<file path="src/rtl/rtimer_pkg.sv">
package rtimer_pkg;

  typedef enum logic [1:0] {
    REG_CNT_LO = 2'd0,
    REG_CNT_HI = 2'd1,
    REG_LAT_LO = 2'd2,
    REG_LAT_HI = 2'd3
  } reg_sel_e;

endpackage

</file>
<file path="src/rtl/rtimer_busdec.sv">
module rtimer_busdec
  import rtimer_pkg::*;
(
  input  logic       sel_i,
  input  logic       we_i,
  input  logic [1:0] addr_i,
  output logic       wr_lat_lo_o,
  output logic       wr_lat_hi_o,
  output logic       load_o,
  output logic       clr_flag_o
);
  reg_sel_e rsel;
  logic     wr, rd;

  assign rsel = reg_sel_e'(addr_i);
  assign wr   = sel_i && we_i;
  assign rd   = sel_i && !we_i;

  always_comb begin
    wr_lat_lo_o = 1'b0;
    wr_lat_hi_o = 1'b0;
    load_o      = 1'b0;
    clr_flag_o  = 1'b0;
    if (wr) begin
      unique case (rsel)
        REG_CNT_LO, REG_LAT_LO: wr_lat_lo_o = 1'b1;
        REG_CNT_HI: begin
          wr_lat_hi_o = 1'b1;
          load_o      = 1'b1;
          clr_flag_o  = 1'b1;
        end
        REG_LAT_HI: begin
          wr_lat_hi_o = 1'b1;
          clr_flag_o  = 1'b1;
        end
        default: ;
      endcase
    end else if (rd && rsel == REG_CNT_LO) begin
      clr_flag_o = 1'b1;
    end
  end
endmodule

</file>
<file path="src/rtl/rtimer_latch.sv">
module rtimer_latch #(
  parameter int BYTE_W = 8,
  localparam int CNT_W = 2 * BYTE_W
) (
  input  logic              clk,
  input  logic              rst_n,
  input  logic              wr_lo_i,
  input  logic              wr_hi_i,
  input  logic [BYTE_W-1:0] wdata_i,
  output logic [CNT_W-1:0]  latch_o
);
  logic [BYTE_W-1:0] lat_q [2];

  for (genvar b = 0; b < 2; b++) begin : g_byte
    logic wr_b;
    assign wr_b = (b == 0) ? wr_lo_i : wr_hi_i;
    always_ff @(posedge clk or negedge rst_n) begin
      if (!rst_n)    lat_q[b] <= '0;
      else if (wr_b) lat_q[b] <= wdata_i;
    end
    assign latch_o[b*BYTE_W +: BYTE_W] = lat_q[b];
  end
endmodule

</file>
<file path="src/rtl/rtimer_core.sv">
module rtimer_core #(
  parameter int BYTE_W = 8,
  localparam int CNT_W = 2 * BYTE_W
) (
  input  logic             clk,
  input  logic             rst_n,
  input  logic             tick_i,
  input  logic             load_i,
  input  logic [CNT_W-1:0] load_val_i,
  input  logic             freerun_i,
  input  logic [CNT_W-1:0] latch_i,
  output logic [CNT_W-1:0] cnt_o,
  output logic             armed_o,
  output logic             timeout_o
);
  logic [CNT_W-1:0] cnt_q;
  logic             armed_q;

  function automatic logic [CNT_W-1:0] next_count(
    input logic [CNT_W-1:0] cur,
    input logic             tick,
    input logic             load,
    input logic [CNT_W-1:0] ld_val,
    input logic             reload,
    input logic [CNT_W-1:0] rl_val
  );
    if (load)        return ld_val;
    else if (reload) return rl_val;
    else if (tick)   return cur - CNT_W'(1);
    else             return cur;
  endfunction

  assign timeout_o = tick_i && armed_q && !load_i && (cnt_q == '0);

  always_ff @(posedge clk or negedge rst_n) begin
    if (!rst_n) begin
      cnt_q   <= '0;
      armed_q <= 1'b0;
    end else begin
      cnt_q <= next_count(cnt_q, tick_i, load_i, load_val_i,
                          timeout_o && freerun_i, latch_i);
      if (load_i)                      armed_q <= 1'b1;
      else if (timeout_o && !freerun_i) armed_q <= 1'b0;
    end
  end

  assign cnt_o   = cnt_q;
  assign armed_o = armed_q;
endmodule

</file>
<file path="src/rtl/rtimer_event.sv">
module rtimer_event (
  input  logic clk,
  input  logic rst_n,
  input  logic timeout_i,
  input  logic clr_i,
  input  logic load_i,
  input  logic freerun_i,
  input  logic pin_en_i,
  output logic flag_o,
  output logic pin_state_o,
  output logic pin_o
);
  logic flag_q, pin_q;

  function automatic logic next_pin(input logic cur, input logic load,
                                    input logic tmo, input logic frun);
    if (load)     return 1'b0;
    else if (tmo) return frun ? !cur : 1'b1;
    else          return cur;
  endfunction

  always_ff @(posedge clk or negedge rst_n) begin
    if (!rst_n) begin
      flag_q <= 1'b0;
      pin_q  <= 1'b1;
    end else begin
      if (timeout_i)  flag_q <= 1'b1;
      else if (clr_i) flag_q <= 1'b0;
      pin_q <= next_pin(pin_q, load_i, timeout_i, freerun_i);
    end
  end

  assign flag_o      = flag_q;
  assign pin_state_o = pin_q;
  assign pin_o       = pin_en_i ? pin_q : 1'b1;
endmodule

</file>
<file path="src/rtl/rtimer.sv">
module rtimer
  import rtimer_pkg::*;
#(
  parameter int BYTE_W = 8,
  localparam int CNT_W = 2 * BYTE_W
) (
  input  logic              clk,
  input  logic              rst_n,
  input  logic              tick_i,
  input  logic              sel_i,
  input  logic              we_i,
  input  logic [1:0]        addr_i,
  input  logic [BYTE_W-1:0] wdata_i,
  output logic [BYTE_W-1:0] rdata_o,
  input  logic              cfg_freerun_i,
  input  logic              cfg_pin_en_i,
  output logic              irq_flag_o,
  output logic              pin_o
);
  logic             wr_lat_lo, wr_lat_hi, ev_load, ev_clr, ev_timeout;
  logic             armed, pin_state;
  logic [CNT_W-1:0] latch_q, cnt, load_val;

  function automatic logic [BYTE_W-1:0] read_mux(
    input reg_sel_e         rs,
    input logic [CNT_W-1:0] c,
    input logic [CNT_W-1:0] l
  );
    unique case (rs)
      REG_CNT_LO: return c[BYTE_W-1:0];
      REG_CNT_HI: return c[CNT_W-1:BYTE_W];
      REG_LAT_LO: return l[BYTE_W-1:0];
      default:    return l[CNT_W-1:BYTE_W];
    endcase
  endfunction

  rtimer_busdec u_dec (
    .sel_i(sel_i), .we_i(we_i), .addr_i(addr_i),
    .wr_lat_lo_o(wr_lat_lo), .wr_lat_hi_o(wr_lat_hi),
    .load_o(ev_load), .clr_flag_o(ev_clr)
  );

  rtimer_latch #(.BYTE_W(BYTE_W)) u_lat (
    .clk(clk), .rst_n(rst_n), .wr_lo_i(wr_lat_lo), .wr_hi_i(wr_lat_hi),
    .wdata_i(wdata_i), .latch_o(latch_q)
  );

  assign load_val = {wdata_i, latch_q[BYTE_W-1:0]};

  rtimer_core #(.BYTE_W(BYTE_W)) u_core (
    .clk(clk), .rst_n(rst_n), .tick_i(tick_i), .load_i(ev_load),
    .load_val_i(load_val), .freerun_i(cfg_freerun_i), .latch_i(latch_q),
    .cnt_o(cnt), .armed_o(armed), .timeout_o(ev_timeout)
  );

  rtimer_event u_evt (
    .clk(clk), .rst_n(rst_n), .timeout_i(ev_timeout), .clr_i(ev_clr),
    .load_i(ev_load), .freerun_i(cfg_freerun_i), .pin_en_i(cfg_pin_en_i),
    .flag_o(irq_flag_o), .pin_state_o(pin_state), .pin_o(pin_o)
  );

  assign rdata_o = (sel_i && !we_i) ? read_mux(reg_sel_e'(addr_i), cnt, latch_q) : '0;
endmodule

</file>
<file path="config.mk">
export PLATFORM = sky130hd
export DESIGN_NAME = rtimer
export DESIGN_NICKNAME = d
export VERILOG_FILES = /design/src/rtl/rtimer_pkg.sv /design/src/rtl/rtimer_busdec.sv /design/src/rtl/rtimer_latch.sv /design/src/rtl/rtimer_core.sv /design/src/rtl/rtimer_event.sv /design/src/rtl/rtimer.sv
export SDC_FILE = /design/constraint.sdc
export NUM_CORES = 1
export LEC_CHECK = 0
export ABC_AREA = 1
export ABC_CLOCK_PERIOD_IN_PS = 4270
export CORE_MARGIN = 4
export CORE_UTILIZATION = 61
export DETAILED_ROUTE_END_ITERATION = 12
export PLACE_DENSITY = 0.86
export SYNTH_ARGS = -nofsm -noshare
export SYNTH_HDL_FRONTEND = slang
export SYNTH_SLANG_ARGS = --single-unit
</file>
<file path="constraint.sdc">
create_clock -name clk -period 4.27 [get_ports clk]
set_input_delay 1.281 -clock clk [delete_from_list [all_inputs] [get_ports clk]]
set_output_delay 1.281 -clock clk [all_outputs]
set_load 0.01 [all_outputs]
</file>
* Yosys cells after proc, flatten, opt, wreduce, memory -nomap -nowiden *
Index checks and enable logic that the tools add are counted.

word-level totals
  bits in registers = 35
  input port bits = 17
  memory bits (writable) = 0
  ROM bits = 0
  output and inout port bits = 10
  latch bits = 0
  word-level logic and storage cells = 51
  memories kept = 0

cells by class
  divide/modulo/power cells = 0
  mux-type cells = 21
  add/sub/neg operators = 1
  reductions and logical operators = 20
  shift-type cells = 0
  equality and inequality tests = 3
  bitwise gates (word level) = 0
  $lt $le $gt $ge = 0
  multiply operators = 0

operators with widths
  cell                   number
  $mux 16                3
  $pmux 8 s3             1
  $logic_not 16->1       1
  $mux 1                 16
  $sub 16x1->16 const B  1
  $logic_and 1x1->1      8
  $mux 8                 1
  $reduce_bool 2->1      3
  $eq 2x2->1 const B     2
  $logic_not 1->1        4
  $reduce_or 2->1        2
  $reduce_bool 3->1      1
  $eq 2x1->1 const B     1
  $logic_not 2->1        1

* Longest topological paths before layout *
Gate-level depths: netlist of run 1.

  depth in word-level cells = 9
  depth in mapped cells = 12
  mapped depth without buffers = 12

* Cells and area by module *
From an unflattened synthesis of run 1, not the netlist that was laid out.

second synthesis, totals
  cells, all modules = 380
  area total of the unflattened synthesis = 2,469.9 um^2

modules (own cells, without submodules)
  module         sequential area each (um^2)  area an instance (um^2)  times used  cells each
  rtimer_core    425.4                        1,411.4                  1           217
  rtimer_latch   400.4                        610.6                    1           68
  rtimer         0.0                          316.6                    1           73
  rtimer_event   51.3                         92.6                     1           12
  rtimer_busdec  0.0                          38.8                     1           10

* Least setup slack after synthesis of run 1 *
No wires, ideal clock.

  kind = input to output
  start = input port addr_i[0]
  end = output port rdata_o[5]
  stages on the path = 6
  data required time = 2.989 ns
  path buffers = 1
  setup slack = 0.883 ns
  data arrival time = 2.106 ns
  cell sequence = buf_2 -> nor2_1 -> nand2_1 -> o211ai_1 -> o211ai_1 -> inv_1

between the ends
  cells in the longest elaborated chain, start to end = 3
  elaborated cells on any way between the ends = 5
  those cells by class = 2 x eq/ne; 2 x mux; 1 x reduce/logical

RTL lines
  item                                      RTL line      text
  start: declaration                        rtimer.sv:12  input logic [1:0] addr_i,
  $eq 2x2->1, or another cell as far along  rtimer.sv:29  unique case (rs)
  $pmux 8 s3 *                              rtimer.sv:29
  $mux 8 *                                  rtimer.sv:62  assign rdata_o = (sel_i && !we_i) ? read_mux(reg_sel_e'(addr_i), cnt, latch_q) : '0;
  end: declaration                          rtimer.sv:14  output logic [BYTE_W-1:0] rdata_o,

Mark *: on every way between the ends. The rest lies on a longest branch, timed or not.

* Worst setup path after layout of run 1 *
  start = input port addr_i[1]
  end = output port rdata_o[1]

The elaborated chain is that of the path after synthesis.

==> flow_results.xml, run 1 <==
<?xml version="1.0" encoding="UTF-8"?>
<metrics>
  <group name="outcome">
    <metric name="status" unit="">complete, no violations</metric>
  </group>
  <group name="pwr">
    <metric name="comb_power_share" unit="%">33.6</metric>
    <metric name="share_clk_of_total_power" unit="%">25.0</metric>
    <metric name="swShare" unit="%">39.35</metric>
    <metric name="cellInternalPower" unit="mW">0.7690</metric>
    <metric name="power.sequential.fraction" unit="%">41.4</metric>
    <metric name="ir_worst_vdd" unit="mV">0.2846</metric>
    <metric name="power_leakage" unit="nW">1.466</metric>
    <metric name="totalPowerFinal" unit="mW">1.268</metric>
    <metric name="power_density" unit="nW/µm²">446.2</metric>
    <metric name="power.switching" unit="mW">0.4989</metric>
  </group>
  <group name="synthesis">
    <metric name="yosys_warnings" unit="">0</metric>
    <metric name="synth_nets" unit="">364</metric>
    <metric name="synthesis.area" unit="µm²">2391</metric>
    <metric name="synth_cell_type_count" unit="">32</metric>
    <metric name="ys_top_cells_by_area" unit="">sky130_fd_sc_hd__dfrtp_1, sky130_fd_sc_hd__nand2_1, sky130_fd_sc_hd__inv_1</metric>
    <metric name="yosys.area.top_type_share" unit="%">35.58</metric>
    <metric name="ys_ff_latch" unit="">35</metric>
    <metric name="synth.yosys.seq_area_share" unit="%">36.68</metric>
    <metric name="syn-mean-instance-area" unit="µm²">6.911</metric>
    <metric name="synth_cells" unit="">346</metric>
    <metric name="post-synth-top-area-cell" unit="">sky130_fd_sc_hd__dfrtp_1</metric>
  </group>
  <group name="job">
    <metric name="drv_cap" unit="">0</metric>
  </group>
  <group name="finish">
    <metric name="flow.area_growth_from_synthesis" unit="%">18.84</metric>
    <metric name="layout.cells.most_common_list" unit="">sky130_fd_sc_hd__nand2_1, sky130_fd_sc_hd__inv_1, sky130_fd_sc_hd__dfrtp_1</metric>
    <metric name="antenna_cells_inserted" unit="">0</metric>
    <metric name="summed_area_of_non_filler_cells_in_the_final_layout" unit="µm²">2841</metric>
    <metric name="numnets_final" unit="">397</metric>
    <metric name="mostFrequentLayoutCell" unit="">sky130_fd_sc_hd__nand2_1</metric>
    <metric name="post_route_cells_drive_above_1_share" unit="%">12.37</metric>
  </group>
  <group name="placed_design">
    <metric name="port_buffers" unit="">26</metric>
    <metric name="placed_area" unit="µm²">2724</metric>
    <metric name="dp.final_hpwl" unit="µm">5213</metric>
    <metric name="globalplace.congestion" unit="">0.9903</metric>
  </group>
  <group name="sta">
    <metric name="slew_violations" unit="">0</metric>
    <metric name="setup_repair_after_global_routing_missed_its_margin" unit="">false</metric>
    <metric name="tightest_slew" unit="ns">0.6309</metric>
    <metric name="min_period_over_period" unit="%">95.47</metric>
    <metric name="max_freq" unit="MHz">245.3</metric>
    <metric name="timing.max_slew.rel_slack" unit="%">57.79</metric>
    <metric name="final-hold-violation-count" unit="">0</metric>
    <metric name="timing.hold.ws" unit="ns">0.5035</metric>
    <metric name="setup_violations" unit="">0</metric>
    <metric name="finalClockSkew" unit="ns">0.004677</metric>
    <metric name="final_worst_path_period_need" unit="ns">4.077</metric>
  </group>
  <group name="critical_path">
    <metric name="critPathCaptureType" unit="">primary output</metric>
    <metric name="reg2reg_slack" unit="ns">2.35</metric>
    <metric name="worst_endpoint_data_arrival_time" unit="ns">2.80</metric>
    <metric name="slowest_delay" unit="ns">0.55</metric>
    <metric name="crit_path_cell_trace" unit="">dlygate4sd2_1 -&gt; nor2_2 -&gt; buf_4 -&gt; nand2_1 -&gt; o211ai_1 -&gt; o21ai_0 -&gt; inv_1 -&gt; clkdlybuf4s50_1</metric>
    <metric name="setup.worst_path.start_class" unit="">primary input</metric>
    <metric name="worst_path_max_delay_cell" unit="">sky130_fd_sc_hd__clkdlybuf4s50_1</metric>
    <metric name="path_class" unit="">primary input to primary output</metric>
    <metric name="crit_fanout" unit="">8</metric>
    <metric name="required" unit="ns">2.99</metric>
  </group>
  <group name="floorplanning">
    <metric name="chipWidth" unit="µm">70.61</metric>
    <metric name="row_count" unit="">22</metric>
    <metric name="dieArea" unit="µm²">4985</metric>
    <metric name="boundaryPins" unit="">27</metric>
    <metric name="floorplan.initialDensity" unit="%">64.34</metric>
    <metric name="die_h" unit="µm">70.61</metric>
    <metric name="design.core.area" unit="µm²">3716</metric>
  </group>
  <group name="cts">
    <metric name="path_clk_slew" unit="ns">0.07</metric>
    <metric name="count_of_h_tree_levels_built_during_cts" unit="">2</metric>
    <metric name="clock_insertion_delay_worst_skew" unit="ns">0.30</metric>
    <metric name="clk_root_buffer_cell" unit="">sky130_fd_sc_hd__clkbuf_8</metric>
    <metric name="cts_sinks" unit="">35</metric>
    <metric name="cts_tree" unit="">done</metric>
    <metric name="postCtsHoldBufs" unit="">0</metric>
    <metric name="clock_path_buffers" unit="">2</metric>
    <metric name="numCtsBuffers" unit="">5</metric>
  </group>
  <group name="detailed_routing">
    <metric name="via_per_inst" unit="">5.675</metric>
    <metric name="route.vias.total" unit="">2429</metric>
    <metric name="detail_route.iter0.violations" unit="">320</metric>
    <metric name="drt_pre_antenna_iters" unit="">4</metric>
    <metric name="drcViolationCount" unit="">0</metric>
    <metric name="wl_per_cell" unit="µm">16.04</metric>
    <metric name="route.antenna.remaining_nets" unit="">0</metric>
    <metric name="finalWirelength" unit="µm">6864</metric>
  </group>
  <group name="grt">
    <metric name="track_usage" unit="%">29.07</metric>
    <metric name="grt_antenna_before_repair" unit="">0</metric>
    <metric name="grt_max_degree" unit="">36</metric>
    <metric name="grt_pass1_vias" unit="">2251</metric>
    <metric name="grt_pass1_wl" unit="µm">11320</metric>
    <metric name="gr_overflow_total" unit="">0</metric>
  </group>
  <group name="min_path">
    <metric name="hp-class" unit="">flip-flop to flip-flop</metric>
  </group>
</metrics>
==> cells by family (layout without fill, tap and decap cells) <==
logic type	Yosys count	after routing	share of synthesized area, %
compound gates	61	61	14.34
xor+xnor	8	8	2.931
mux	2	2	0.9418
fa+ha+maj	1	1	0.5232
buf+inv	66	100	11.09
flops	35	35	36.68
simple gates	173	173	33.49
==> area by class of cell <==
type	count	area [µm²]
clock buffers	6	82.58
well taps	48	60.06
multi-input cells	245	1251
repair buffers	34	317.8
flip-flops and latches	35	877.1
inverters	58	217.7
clock inverters	2	35.03
fillers	311	874.6
==> through the flow <==
step	utilization, %	setup slack [ns]	setup TNS (ns)	instances
floorplan	-	0.8826	0	346
global placement	73.30	0.005103	0	420
detailed placement	73.30	-0.05880	-0.1848	420
CTS	76.46	0.1971	0	428
global route	76.46	0.04377	0	428
finish	76.46	0.1935	0	428
==> sequential cells by signal, indices dropped and copies added, names as in the netlist <==
name / cells
u_core.cnt_o: 16
u_lat.latch_o: 16
u_core.armed_o: 1
u_evt.flag_o: 1
u_evt.pin_state_o: 1
==> cell usage after synthesis, drive strengths merged <==
cell type / count
nand2: 101
ha: 1
clkbuf: 3
nor3: 1
o21ai: 38
buf: 5
a21oi: 12
o211ai: 8
dfstp: 1
o2111ai: 1
nand3b: 1
mux2: 2
dfrtp: 34
nand4: 7
xor2: 8
o21bai: 1
nor2: 41
o221ai: 1
inv: 58
nand3: 22
==> power by group through the flow <==
stage | clock (mW) | combinational (mW) | sequential, mW
after global routing | 0.333 | 0.483 | 0.536
final | 0.317 | 0.426 | 0.525
after detailed placement | 0 | 0.418 | 0.526
after global placement | 0 | 0.405 | 0.526
after floorplan | 0 | 0.312 | 0.488
after CTS | 0.318 | 0.422 | 0.520
==> routing by layer <==
metal	track usage (%)	vias to the layer above	part of all wire, %
met5	0	-	0
met4	7.933	0	0.92
met3	5.540	13	8.8
met2	45.84	135	48
met1	41.27	1119	43
li1	-	1162	-
==> final timing paths <==
check                           cells past startpoint             start           endpoint
max in group asynchronous                           2             rst_n  u_evt.pin_state_o
worst max-delay path                                8         addr_i[1]         rdata_o[1]
min in group asynchronous                           2             rst_n    u_core.cnt_o[2]
worst min register to register                      2  u_lat.latch_o[5]   u_lat.latch_o[5]
worst max register to register                     11   u_core.cnt_o[0]    u_core.cnt_o[7]
worst min-delay path                                2  u_lat.latch_o[5]   u_lat.latch_o[5]
==> timing repair <==
item                                    CTS  global route
endpoints found under the setup margin    7             0
hold endpoints to repair                  0             0
gates resized for setup                   3             0
buffers inserted                          0             0
==> critical path: cells and delay by family <==
family                 cells  cell delay [ns]
buffers and inverters      4             1.08
AND/OR/NAND/NOR            2             0.22
AO/OA/AOI/OAI              2             0.21
No activity file was read; power rests on OpenSTA's default activity.
==> inputs of run 2 (changes only) <==
- ABC_CLOCK_PERIOD_IN_PS: 4270 -> 4260
- CORE_UTILIZATION: 61 -> 56
- PLACE_DENSITY: 0.86 -> 0.8
- clock period: 4.27 -> 4.26 ns (I/O delays scaled with it)
==> run 2 against run 1 <==
Net effect: clock skew rose by 0.0044 ns; die area rose by 7.9%; first-iteration DRC count rose by 28%; non-clock buffer count fell by 1; final area fell by 0.75%; sequential power rose by 1%; sequential cell count did not move; via count fell by 2.3%; register-to-register slack improved by 0.07 ns; sequential share of layout area rose by 0.23 points; final cell count rose by 0.23%.
==> flow_results.xml, run 2 (synthesis results as in run 1) <==
<?xml version="1.0" encoding="UTF-8"?>
<metrics>
  <group name="outcome">
    <metric name="status" unit="">complete, no violations</metric>
  </group>
  <group name="sta">
    <metric name="tightest_slew" unit="ns">0.6296</metric>
    <metric name="setup_violations" unit="">0</metric>
    <metric name="finalClockSkew" unit="ns">0.009033</metric>
    <metric name="setup_repair_after_global_routing_missed_its_margin" unit="">false</metric>
    <metric name="final_worst_path_period_need" unit="ns">4.069</metric>
    <metric name="timing.max_slew.rel_slack" unit="%">57.87</metric>
    <metric name="max_freq" unit="MHz">245.7</metric>
    <metric name="slew_violations" unit="">0</metric>
    <metric name="min_period_over_period" unit="%">95.52</metric>
    <metric name="final-hold-violation-count" unit="">0</metric>
    <metric name="final_worst_slack" unit="ns">0.1908</metric>
  </group>
  <group name="pwr">
    <metric name="ir_worst_vdd" unit="mV">0.3130</metric>
    <metric name="power.switching" unit="mW">0.4877</metric>
    <metric name="power_leakage" unit="nW">1.459</metric>
    <metric name="power.sequential.fraction" unit="%">43.6</metric>
    <metric name="cellInternalPower" unit="mW">0.7286</metric>
    <metric name="share_clk_of_total_power" unit="%">22.2</metric>
    <metric name="power_density" unit="nW/µm²">431.3</metric>
    <metric name="swShare" unit="%">40.10</metric>
    <metric name="comb_power_share" unit="%">34.3</metric>
  </group>
  <group name="finish">
    <metric name="layout.cells.most_common_list" unit="">sky130_fd_sc_hd__nand2_1, sky130_fd_sc_hd__inv_1, sky130_fd_sc_hd__dfrtp_1</metric>
    <metric name="mostFrequentLayoutCell" unit="">sky130_fd_sc_hd__nand2_1</metric>
    <metric name="numnets_final" unit="">396</metric>
    <metric name="flow.area_growth_from_synthesis" unit="%">17.95</metric>
    <metric name="antenna_cells_inserted" unit="">0</metric>
    <metric name="fill_cells" unit="">345</metric>
    <metric name="summed_area_of_non_filler_cells_in_the_final_layout" unit="µm²">2820</metric>
    <metric name="post_route_cells_drive_above_1_share" unit="%">11.61</metric>
  </group>
  <group name="detailed_routing">
    <metric name="wl_per_cell" unit="µm">15.34</metric>
    <metric name="drt_pre_antenna_iters" unit="">5</metric>
    <metric name="route.antenna.remaining_nets" unit="">0</metric>
    <metric name="via_per_inst" unit="">5.531</metric>
    <metric name="drcViolationCount" unit="">0</metric>
    <metric name="detail_route.iter0.violations" unit="">408</metric>
    <metric name="route.vias.total" unit="">2373</metric>
    <metric name="finalWirelength" unit="µm">6580</metric>
  </group>
  <group name="placed_design">
    <metric name="dp.final_hpwl" unit="µm">5047</metric>
    <metric name="globalplace.congestion" unit="">0.9659</metric>
    <metric name="worst_case_setup_slack_after_placement" unit="ns">-0.04744</metric>
    <metric name="placed_area" unit="µm²">2719</metric>
    <metric name="port_buffers" unit="">26</metric>
  </group>
  <group name="grt">
    <metric name="track_usage" unit="%">26.55</metric>
    <metric name="grt_max_degree" unit="">36</metric>
    <metric name="grt_pass1_vias" unit="">2195</metric>
    <metric name="grt_antenna_before_repair" unit="">0</metric>
    <metric name="grt_pass1_wl" unit="µm">10760</metric>
    <metric name="gr_overflow_total" unit="">0</metric>
  </group>
  <group name="floorplanning">
    <metric name="boundaryPins" unit="">27</metric>
    <metric name="design.core.area" unit="µm²">4058</metric>
    <metric name="row_count" unit="">23</metric>
    <metric name="dieArea" unit="µm²">5379</metric>
    <metric name="chipWidth" unit="µm">73.35</metric>
    <metric name="floorplan.initialDensity" unit="%">58.93</metric>
    <metric name="die_h" unit="µm">73.35</metric>
  </group>
  <group name="critical_path">
    <metric name="required" unit="ns">2.98</metric>
    <metric name="worst_path_max_delay_cell" unit="">sky130_fd_sc_hd__clkdlybuf4s50_1</metric>
    <metric name="crit_fanout" unit="">6</metric>
    <metric name="crit_path_cell_trace" unit="">dlygate4sd2_1 -&gt; inv_1 -&gt; nand2_1 -&gt; inv_1 -&gt; nand2_1 -&gt; o211ai_1 -&gt; o21ai_0 -&gt; inv_1 -&gt; clkdlybuf4s50_1</metric>
    <metric name="cpMostUsedCell" unit="">sky130_fd_sc_hd__inv_1</metric>
    <metric name="setup.worst_path.start_class" unit="">primary input</metric>
    <metric name="critPathCaptureType" unit="">primary output</metric>
    <metric name="worst_endpoint_data_arrival_time" unit="ns">2.79</metric>
    <metric name="path_class" unit="">primary input to primary output</metric>
    <metric name="slowest_delay" unit="ns">0.48</metric>
  </group>
  <group name="cts">
    <metric name="count_of_h_tree_levels_built_during_cts" unit="">2</metric>
    <metric name="clock_insertion_delay_worst_skew" unit="ns">0.29</metric>
    <metric name="clk_root_buffer_cell" unit="">sky130_fd_sc_hd__clkbuf_8</metric>
    <metric name="numCtsBuffers" unit="">5</metric>
    <metric name="cts_tree" unit="">done</metric>
    <metric name="clock_path_buffers" unit="">2</metric>
    <metric name="postCtsHoldBufs" unit="">0</metric>
    <metric name="cts_sinks" unit="">35</metric>
    <metric name="path_clk_slew" unit="ns">0.07</metric>
  </group>
  <group name="min_path">
    <metric name="hp-class" unit="">flip-flop to flip-flop</metric>
  </group>
  <group name="job">
    <metric name="drv_cap" unit="">0</metric>
  </group>
</metrics>
-- run 2: cell types whose count changed in the layout (fill, tap and decap cells not counted) --
cell                             delta
sky130_fd_sc_hd__buf_4              -1
sky130_fd_sc_hd__bufinv_16          -1
sky130_fd_sc_hd__clkbuf_1           +1
sky130_fd_sc_hd__clkbuf_8           +1
sky130_fd_sc_hd__clkinv_2           -1
sky130_fd_sc_hd__dlygate4sd2_1      -1
sky130_fd_sc_hd__dlymetal6s2s_1     +1
sky130_fd_sc_hd__nor2_1             +1
sky130_fd_sc_hd__nor2_2             -1
-- run 2: final timing paths --
check	start	end	depth (start not counted)	slack, ns
max in group asynchronous	rst_n	u_evt.pin_state_o	2	2.51
hold / removal	u_lat.latch_o[0]	u_lat.latch_o[0]	2	0.49
setup / recovery	addr_i[0]	rdata_o[6]	9	0.19
hold reg to reg	u_lat.latch_o[0]	u_lat.latch_o[0]	2	0.49
min in group asynchronous	rst_n	u_core.cnt_o[3]	2	1.41
setup reg to reg	u_core.cnt_o[0]	u_core.cnt_o[7]	11	2.42
-- run 2: layout make-up --
cell class | count | area (µm²) | area share, %
multi-input combinational | 245 | 1249 | 44.28
sequential | 35 | 877.1 | 31.10
timing repair buffer | 33 | 314.1 | 11.14
inverter | 58 | 217.7 | 7.720
clock buffer | 8 | 100.1 | 3.549
tap | 50 | 62.56 | 2.218
-- run 2: power groups by stage --
stage | combinational (mW) | sequential [mW] | clock (mW)
floorplan | 0.313 | 0.489 | 0
global placement | 0.404 | 0.528 | 0
detailed placement | 0.414 | 0.530 | 0
CTS | 0.416 | 0.524 | 0.274
global route | 0.479 | 0.544 | 0.289
finish | 0.417 | 0.530 | 0.269
-- run 2: worst max-delay path, delay by kind of cell --
| kind | cells | cell delay (ns) |
|---|---|---|
| buf+inv | 5 | 1.06 |
| compound gates | 2 | 0.25 |
| simple gates | 2 | 0.20 |
-- run 2: through the flow --
| step | setup TNS, ns | hold slack (ns) | std cells | total power [mW] | util (%) |
|---|---|---|---|---|---|
| final | 0 | 0.4909 | 429 | 1.216 | 69.50 |
| after detailed placement | -0.2113 | 0.4732 | 421 | 0.9447 | 67.01 |
| after CTS | 0 | 0.4899 | 429 | 1.214 | 69.44 |
| after global placement | 0 | 0.4658 | 421 | 0.9323 | 67.01 |
| after floorplan | 0 | 0.4530 | 346 | 0.8022 | - |
| after global routing | 0 | 0.5120 | 429 | 1.311 | 69.50 |
-- run 2: repair_timing --
action	4_1_cts	5_1_grt
setup buffers	0	0
resized for setup	1	1
setup endpoints to repair	6	8
-- run 2: layer usage --
layer	share of wire, %	GRT usage, %
met1	44	37.26
met2	46	39.62
met5	0	0
met3	8.2	6.293
met4	2.4	10.26
